==> src/rtl/rcd_pkg.sv <==
// Package rcd_pkg
// Shared opcode values, instruction classes and control encodings for the
// control decoder. Assumes a 6-bit opcode taken from instruction bits 31:26.
package rcd_pkg;

    localparam int OP_W   = 6;
    localparam int WB_W   = 2;
    localparam int PCS_W  = 3;

    localparam logic [OP_W-1:0] OPC_LOAD   = 6'h18;
    localparam logic [OP_W-1:0] OPC_STORE  = 6'h19;
    localparam logic [OP_W-1:0] OPC_JUMP   = 6'h1B;
    localparam logic [OP_W-1:0] OPC_BR_EQ  = 6'h1C;
    localparam logic [OP_W-1:0] OPC_BR_NE  = 6'h1D;
    localparam logic [OP_W-1:0] OPC_LD_REL = 6'h1F;
    localparam logic [1:0]      OPC_ALU_HI = 2'b10;   // op[5:4] of register ALU ops
    localparam logic [1:0]      OPC_LIT_HI = 2'b11;   // op[5:4] of literal ALU ops

    typedef enum logic [3:0] {
        CL_ALU_REG,
        CL_ALU_LIT,
        CL_LOAD,
        CL_STORE,
        CL_JUMP,
        CL_BR_EQ,
        CL_BR_NE,
        CL_LD_REL,
        CL_ILLEGAL,
        CL_IRQ
    } instr_class_e;

    typedef enum logic [WB_W-1:0] {
        WB_PC4 = 2'd0,
        WB_ALU = 2'd1,
        WB_MEM = 2'd2
    } wb_src_e;

    typedef enum logic [PCS_W-1:0] {
        PCS_NEXT   = 3'd0,
        PCS_BRANCH = 3'd1,
        PCS_JUMP   = 3'd2,
        PCS_ILLOP  = 3'd3,
        PCS_IRQ    = 3'd4
    } pc_src_e;

    // Static part of the control vector (everything except the PC source
    // and the final ALU code).
    typedef struct packed {
        logic    rf_we;
        logic    b_lit;
        wb_src_e wb;
        logic    mem_we;
        logic    rd2_rc;
        logic    a_pc;
        logic    wa_xp;
        logic    fn_from_op;
        logic    fn_pass_a;
    } ctrl_t;

    // True for the two classes that redirect into a handler.
    function automatic logic is_trap(input instr_class_e c);
        return (c == CL_ILLEGAL) || (c == CL_IRQ);
    endfunction

endpackage

==> src/rtl/rcd_classify.sv <==
// Module rcd_classify
// Maps the opcode and the trap inputs onto one instruction class.
// Priority: interrupt, then external illegal flag, then opcode decode.
// Assumes the opcode map of rcd_pkg; any unlisted opcode is illegal.
module rcd_classify
    import rcd_pkg::*;
(
    input  logic [OP_W-1:0] op_code,
    input  logic            irq_req,
    input  logic            ill_flag,
    output instr_class_e    cls
);

    instr_class_e op_cls;

    // Decode the opcode alone, with no trap context.
    always_comb begin
        op_cls = CL_ILLEGAL;
        if (op_code[5:4] == OPC_ALU_HI) begin
            op_cls = CL_ALU_REG;
        end else if (op_code[5:4] == OPC_LIT_HI) begin
            op_cls = CL_ALU_LIT;
        end else begin
            case (op_code)
                OPC_LOAD:   op_cls = CL_LOAD;
                OPC_STORE:  op_cls = CL_STORE;
                OPC_JUMP:   op_cls = CL_JUMP;
                OPC_BR_EQ:  op_cls = CL_BR_EQ;
                OPC_BR_NE:  op_cls = CL_BR_NE;
                OPC_LD_REL: op_cls = CL_LD_REL;
                default:    op_cls = CL_ILLEGAL;
            endcase
        end
    end

    // Apply trap priority on top of the opcode class.
    always_comb begin
        if (irq_req)       cls = CL_IRQ;
        else if (ill_flag) cls = CL_ILLEGAL;
        else               cls = op_cls;
    end

endmodule

==> src/rtl/rcd_ctrl_table.sv <==
// Module rcd_ctrl_table
// Static control table: one row per instruction class, giving every
// select except the PC source. Assumes cls is already trap-resolved.
module rcd_ctrl_table
    import rcd_pkg::*;
(
    input  instr_class_e cls,
    output ctrl_t        ctrl
);

    // Look up the control row for the resolved class.
    always_comb begin
        ctrl = '{rf_we: 1'b0, b_lit: 1'b0, wb: WB_PC4, mem_we: 1'b0,
                 rd2_rc: 1'b0, a_pc: 1'b0, wa_xp: 1'b0,
                 fn_from_op: 1'b0, fn_pass_a: 1'b0};
        case (cls)
            CL_ALU_REG: begin
                ctrl.rf_we      = 1'b1;
                ctrl.wb         = WB_ALU;
                ctrl.fn_from_op = 1'b1;
            end
            CL_ALU_LIT: begin
                ctrl.rf_we      = 1'b1;
                ctrl.wb         = WB_ALU;
                ctrl.b_lit      = 1'b1;
                ctrl.fn_from_op = 1'b1;
            end
            CL_LOAD: begin
                ctrl.rf_we = 1'b1;
                ctrl.b_lit = 1'b1;
                ctrl.wb    = WB_MEM;
            end
            CL_STORE: begin
                ctrl.b_lit  = 1'b1;
                ctrl.mem_we = 1'b1;
                ctrl.rd2_rc = 1'b1;
            end
            CL_JUMP, CL_BR_EQ, CL_BR_NE: begin
                ctrl.rf_we = 1'b1;
                ctrl.wb    = WB_PC4;
            end
            CL_LD_REL: begin
                ctrl.rf_we     = 1'b1;
                ctrl.wb        = WB_MEM;
                ctrl.a_pc      = 1'b1;
                ctrl.fn_pass_a = 1'b1;
            end
            CL_ILLEGAL, CL_IRQ: begin
                ctrl.rf_we = 1'b1;
                ctrl.wb    = WB_PC4;
                ctrl.wa_xp = 1'b1;
            end
            default: begin
                ctrl.rf_we = 1'b0;
            end
        endcase
    end

endmodule

==> src/rtl/rcd_pc_select.sv <==
// Module rcd_pc_select
// Chooses the next-PC source from the class and the compare flag.
// Assumes cls is trap-resolved; cmp_zero only matters for branches.
module rcd_pc_select
    import rcd_pkg::*;
(
    input  instr_class_e cls,
    input  logic         cmp_zero,
    output pc_src_e      pc_src
);

    // Resolve branch polarity and trap vectors into one PC source.
    always_comb begin
        case (cls)
            CL_JUMP:    pc_src = PCS_JUMP;
            CL_BR_EQ:   pc_src = cmp_zero ? PCS_BRANCH : PCS_NEXT;
            CL_BR_NE:   pc_src = cmp_zero ? PCS_NEXT : PCS_BRANCH;
            CL_ILLEGAL: pc_src = PCS_ILLOP;
            CL_IRQ:     pc_src = PCS_IRQ;
            default:    pc_src = PCS_NEXT;
        endcase
    end

endmodule

==> src/rtl/rcd_fn_select.sv <==
// Module rcd_fn_select
// Builds the ALU function code: opcode bits 3:0 for ALU classes, the
// pass-A code for the PC-relative load, the add code otherwise.
// Assumes FN_W >= 1; opcode bits are zero-extended or truncated to FN_W.
module rcd_fn_select #(
    parameter int             FN_W      = 4,
    parameter logic [FN_W-1:0] FN_ADD    = '0,
    parameter logic [FN_W-1:0] FN_PASS_A = FN_W'(4'hA)
) (
    input  logic [3:0]      op_lo,
    input  logic            fn_from_op,
    input  logic            fn_pass_a,
    output logic [FN_W-1:0] alu_fn
);

    localparam int OP_FN_W = 4;

    logic [FN_W-1:0] op_fn;

    // Fit the opcode function bits to the configured ALU code width.
    generate
        if (FN_W == OP_FN_W) begin : g_same
            assign op_fn = op_lo;
        end else if (FN_W > OP_FN_W) begin : g_wide
            assign op_fn = {{(FN_W-OP_FN_W){1'b0}}, op_lo};
        end else begin : g_narrow
            assign op_fn = op_lo[FN_W-1:0];
        end
    endgenerate

    // Pick the ALU function source.
    always_comb begin
        if (fn_from_op)     alu_fn = op_fn;
        else if (fn_pass_a) alu_fn = FN_PASS_A;
        else                alu_fn = FN_ADD;
    end

endmodule

==> src/rtl/risc_ctrl_decoder.sv <==
// Module risc_ctrl_decoder
// Combinational control decoder for a single-cycle 32-bit RISC datapath.
// It classifies the opcode, looks up the static controls, resolves the PC
// source and gates the memory write on traps. It has no state and needs no
// clock or reset; its outputs are valid once the inputs settle.
module risc_ctrl_decoder
    import rcd_pkg::*;
#(
    parameter int              FN_W      = 4,
    parameter logic [FN_W-1:0] FN_ADD    = '0,
    parameter logic [FN_W-1:0] FN_PASS_A = FN_W'(4'hA)
) (
    input  logic [5:0]      op_code,
    input  logic            cmp_zero,
    input  logic            irq_req,
    input  logic            ill_flag,
    output logic [FN_W-1:0] alu_fn,
    output logic            rf_we,
    output logic            b_lit_sel,
    output logic [1:0]      wb_src,
    output logic            mem_we,
    output logic            rd2_rc_sel,
    output logic [2:0]      pc_src,
    output logic            a_pc_sel,
    output logic            wa_xp_sel
);

    instr_class_e cls;
    ctrl_t        ctrl;
    pc_src_e      pcs;
    logic         trap;

    rcd_classify u_classify (
        .op_code  (op_code),
        .irq_req  (irq_req),
        .ill_flag (ill_flag),
        .cls      (cls)
    );

    rcd_ctrl_table u_table (
        .cls  (cls),
        .ctrl (ctrl)
    );

    rcd_pc_select u_pcsel (
        .cls      (cls),
        .cmp_zero (cmp_zero),
        .pc_src   (pcs)
    );

    rcd_fn_select #(
        .FN_W      (FN_W),
        .FN_ADD    (FN_ADD),
        .FN_PASS_A (FN_PASS_A)
    ) u_fn (
        .op_lo      (op_code[3:0]),
        .fn_from_op (ctrl.fn_from_op),
        .fn_pass_a  (ctrl.fn_pass_a),
        .alu_fn     (alu_fn)
    );

    // Trap guard: no memory write may escape while a trap is taken.
    assign trap = is_trap(cls);

    // Drive the port-level controls from the resolved rows.
    always_comb begin
        rf_we      = ctrl.rf_we;
        b_lit_sel  = ctrl.b_lit;
        wb_src     = ctrl.wb;
        mem_we     = ctrl.mem_we & ~trap;
        rd2_rc_sel = ctrl.rd2_rc;
        pc_src     = pcs;
        a_pc_sel   = ctrl.a_pc;
        wa_xp_sel  = ctrl.wa_xp;
    end

endmodule

==> config.mk <==
export PLATFORM = sky130hd
export DESIGN_NAME = risc_ctrl_decoder
export DESIGN_NICKNAME = d
export VERILOG_FILES = /design/src/rtl/rcd_pkg.sv /design/src/rtl/rcd_classify.sv /design/src/rtl/rcd_ctrl_table.sv /design/src/rtl/rcd_pc_select.sv /design/src/rtl/rcd_fn_select.sv /design/src/rtl/risc_ctrl_decoder.sv
export SDC_FILE = /design/constraint.sdc
export NUM_CORES = 1
export LEC_CHECK = 0
export ABC_CLOCK_PERIOD_IN_PS = 1800
export BUFFER_PORTS_ARGS = -buffer_cell sky130_fd_sc_hd__buf_4
export CORE_AREA = 5 5 42 44
export DETAILED_ROUTE_END_ITERATION = 10
export DIE_AREA = 0 0 47 49
export PLACE_DENSITY = 0.6
export SLEW_MARGIN = 30
export SYNTH_ARGS = -nofsm -noshare
export SYNTH_HDL_FRONTEND = slang
export SYNTH_SLANG_ARGS = --single-unit
==> constraint.sdc <==
create_clock -name vclk -period 1.8
set_input_delay 0.45 -clock vclk [all_inputs]
set_output_delay 0.45 -clock vclk [all_outputs]
set_load 0.01 [all_outputs]
==> Word level (Yosys, flattened, before mapping) <==
Index checks and enable logic that the tools add are counted.
{ "totals": {"input_bits": 9, "regBits": 0, "word_cells": 43, "output_inout_bits": 15} }
{ "classes": {"n_reduce_logical": 7, "mux": 17, "n_bitwise": 2, "eq_ne": 17} }
{ "op_table": {"columns": ["op", "n"], "rows": [
  ["$eq 6x5->1 const B", 6],
  ["$mux 4", 6],
  ["$pmux 4 s6", 1],
  ["$eq 4x3->1 const B", 4],
  ["$pmux 3 s5", 1],
  ["$reduce_or 9->1", 1],
  ["$eq 4x2->1 const B", 2],
  ["$eq 4x4->1 const B", 2],
  ["$mux 1", 7],
  ["$reduce_or 2->1", 3],
  ["$eq 2x2->1 const B", 2],
  ["$eq 4x1->1 const B", 1],
  ["$logic_not 4->1", 1],
  ["$pmux 2 s2", 1],
  ["$reduce_or 3->1", 1],
  ["$mux 2", 1],
  ["$and 1x1->1", 1],
  ["$logic_or 1x1->1", 1],
  ["$not 1->1", 1]
]} }

==> Logic depth before layout (Yosys ltp) <==
{ "depth": {"ltp_word": 10, "ltp_mapped": 4, "mapped_depth_nobuf": 4} }

==> Modules after synthesis <==
A second synthesis with hierarchy kept.
{ "hier_totals": {"hier_cells": 46, "area_unflattened_um2": 321.6} }
{ "by_module_without_submodules": {"columns": ["mod", "area_each_um2", "seq_area_each_um2", "cells_per_inst", "instances"], "rows": [
  ["rcd_ctrl_table", 112.6, 0.0, 14, 1],
  ["rcd_classify", 101.3, 0.0, 18, 1],
  ["rcd_pc_select", 57.6, 0.0, 8, 1],
  ["rcd_fn_select", 37.5, 0.0, 4, 1],
  ["risc_ctrl_decoder", 12.5, 0.0, 2, 1]
]} }

==> Least setup slack after synthesis <==
Ideal clock, no wire load.
{ "synth_path": {"kind": "input to output", "from": "input ill_flag", "to": "output wb_src[1]", "t_required_ns": 1.350, "path_buffers": 0, "path_slack_ns": -0.150, "cell_stages": 3, "t_arrival_ns": 1.500, "cell_sequence": "or2_1 or4_1 o21bai_1"} }
{ "synth_between": {"elab_chain_len": 5, "word_cells_on_any_way": 9, "cone_classes": "3 x eq/ne; 3 x mux; 3 x reduce/logical"} }
{ "synth_rtl": {"columns": ["item", "line", "rtl"], "rows": [
  ["start: declaration", "risc_ctrl_decoder.sv:16", "input logic ill_flag,"],
  ["$mux 4 (*)", "rcd_classify.sv:39", "else if (ill_flag) cls = CL_ILLEGAL;"],
  ["$mux 4 (*)", "rcd_classify.sv:38", "if (irq_req) cls = CL_IRQ;"],
  ["$eq 4x2->1, or another cell as far along", "rcd_ctrl_table.sv:16", "case (cls)"],
  ["$reduce_or 2->1 (no line)", null, null],
  ["$pmux 2 s2 (*)", "rcd_ctrl_table.sv:16", null],
  ["end: declaration", "risc_ctrl_decoder.sv:20", "output logic [1:0] wb_src,"]
]} }
Mark *: on every way between the ends. The rest lies on a longest branch, timed or not.

==> Final worst setup path <==
{ "layout_path": {"from": "input op_code[1]", "to": "output rf_we"} }
{ "layout_between": {"elab_chain_len": 9, "word_cells_on_any_way": 22, "cone_classes": "14 x eq/ne; 6 x mux; 2 x reduce/logical"} }
{ "layout_rtl": {"columns": ["item", "line", "rtl"], "rows": [
  ["start: declaration", "risc_ctrl_decoder.sv:13", "input logic [5:0] op_code,"],
  ["$eq 6x5->1", "rcd_classify.sv:24", "case (op_code)"],
  ["$pmux 4 s6 (*)", "rcd_classify.sv:24", null],
  ["$mux 4 (*)", "rcd_classify.sv:21", "end else if (op_code[5:4] == OPC_LIT_HI) begin"],
  ["$mux 4 (*)", "rcd_classify.sv:19", "if (op_code[5:4] == OPC_ALU_HI) begin"],
  ["$mux 4 (*)", "rcd_classify.sv:39", null],
  ["$mux 4 (*)", "rcd_classify.sv:38", null],
  ["$eq 4x4->1, or another cell as far along", "rcd_ctrl_table.sv:16", null],
  ["$reduce_or 9->1 (no line) (*)", null, null],
  ["$mux 1 (*)", "rcd_ctrl_table.sv:16", null],
  ["end: declaration", "risc_ctrl_decoder.sv:18", "output logic rf_we,"]
]} }
Marked as above.

==> results.json <==
{
  "outcome": "complete, but fails checks",
  "failed_checks": "setup timing",
  "min_period_ns": 2.12,
  "die_height_um": 49,
  "place_hpwl_um": 979,
  "setup_viol": 10,
  "ant_nets": 0,
  "wl_um": 1120,
  "avgViaCountPerCell": 4.77,
  "drt_iter0_drc": 0,
  "gp_congestion": 0.880,
  "critPathCaptureType": "output port",
  "synthTopCellsByCount": "and3_1, nand2_1, nand2b_1, nor2_1, nor2b_1",
  "grt_max_degree": 8,
  "clock.fmax_mhz": 471,
  "core.rowCount": 14,
  "antenna_found_initial": 0,
  "worstPathRequired_ns": 1.35,
  "rsz0062_at_grt": "yes",
  "area_delta_synth_final_pct": 185,
  "synth_xor_area_frac": 0,
  "netlist.area_leader.share": 0.0873,
  "first_pass_iters": 1,
  "num-fill-cells": 133,
  "grt_pass1_wl_um": 2050,
  "ir_drop_uv": 102,
  "slew_headroom": 0.837,
  "seq_cell_count": 0,
  "crit_type": "in2out",
  "synth.lib_cells_used.distinct": 26,
  "final_layout_size_suffix_gt1_frac": 0.709,
  "setup_tns_ns": -2.40,
  "power_density_nw_per_um2": 183,
  "grtUsageTotal": 0.111,
  "overflow": 0,
  "area.sequential_um2": 0,
  "hold_viol_final": 0,
  "tightest_slew_ns": 0.243,
  "drv_slew": 0,
  "synth-simple-area-share": 0.576,
  "pre_cts_ws_ns": -0.359,
  "syn_nets": 53,
  "synth_fa_ha_area_frac": 0,
  "synth.area.top_cells": "and4bb_1, and3_1, nand2b_1",
  "min_period_over_period": 1.18,
  "clockBufferCount": 0,
  "n_antenna_cell": 0,
  "syn-cell-area_um2": 287,
  "chipWidth_um": 47,
  "crit_arrival_ns": 1.67,
  "core_area_um2": 1400,
  "dieArea_um2": 2300,
  "synth_top_family_by_area": "simple AND/OR/NAND/NOR gates",
  "fin_ws_ns": -0.322,
  "synth_compound_area_frac": 0.336,
  "seq_area_frac_synth": 0,
  "power_mw": 0.149,
  "critPathLaunchType": "primary input",
  "netlist_instances": 44,
  "vias": 487,
  "io_buffer_count": 24,
  "maxCapViolCount": 0,
  "yosysWarnings": 0,
  "yosysTopAreaCell": "and4bb_1",
  "synth_area_per_cell_um2": 6.51,
  "wire_per_inst_um": 10.9,
  "holdBufCountCts": 0,
  "cp_max_fo": 7,
  "fin_nets": 97,
  "p_leak_nw": 0.421,
  "drc": 0,
  "hold_class": "in2out",
  "muxShareOfSynthArea": 0.0349,
  "whs_ns": 1.20,
  "floorplan.initialDensity": 0.204,
  "grt_pass1_vias": 507,
  "ios": 24,
  "multi_input_area_um2": 387
}
## cells in the final DEF (no fill, tap or decap), drive strengths merged, types with 2 or more instances in the layout
| cell | synthesis | layout |
|---|---|---|
| nor2 | 3 | 3 |
| a21o | 2 | 2 |
| nand2 | 3 | 3 |
| nor2b | 3 | 3 |
| or2b | 2 | 2 |
| nand2b | 3 | 3 |
| inv | 2 | 2 |
| buf | 0 | 44 |
| or2 | 2 | 2 |
| and3 | 3 | 3 |
| o21ai | 2 | 2 |
| a21oi | 2 | 2 |
| and4bb | 2 | 2 |
## what timing repair did
action,CTS,global route
setup endpoints to repair,11,11
buffers inserted,0,1
resized for setup,19,9
pin swaps,9,6
## where the power goes
group | leakage (nW) | total [mW] | switching [mW] | internal (mW)
clock network | 0 | 0 | 0 | 0
registers | 0 | 0 | 0 | 0
logic | 0.421 | 0.149 | 0.0592 | 0.0897
## cell type report
class                           instances  area share
Timing Repair Buffer                   44       0.492
Multi-Input combinational cell         40       0.474
Tap cell                               16      0.0245
Inverter                                2     0.00920
## logic make-up after synthesis
logic type | after synthesis
buf+inv | 4
mux | 1
compound gates | 13
simple gates | 26
## routing by layer
metal	vias to the layer above	track usage	wire [um]
li1	249	-	-
met1	220	0.143	447
met2	16	0.190	593
met3	2	0.0148	59
met4	0	0.0184	14
met5	-	0	0
## worst max-delay path, stage by stage
cell      delay (ns)
buf_8           0.10
or2_1           0.23
or4_4           0.60
nand2b_4        0.17
buf_6           0.11
## worst paths after layout
path	from	endpoint	slack (ns)	cells after the start
min	irq_req	pc_src[2]	1.20	3
max	op_code[1]	rf_we	-0.32	5
## metrics by stage
step | std cells | util | cell area (um2)
6_report | 102 | 0.582 | 816
5_1_grt | 102 | 0.582 | 816
4_1_cts | 101 | 0.556 | 779
3_5_place_dp | 101 | 0.502 | 703
3_3_place_gp | 101 | 0.502 | 703
2_1_floorplan | 44 | - | 368
Power figures use the tool's default switching activity.
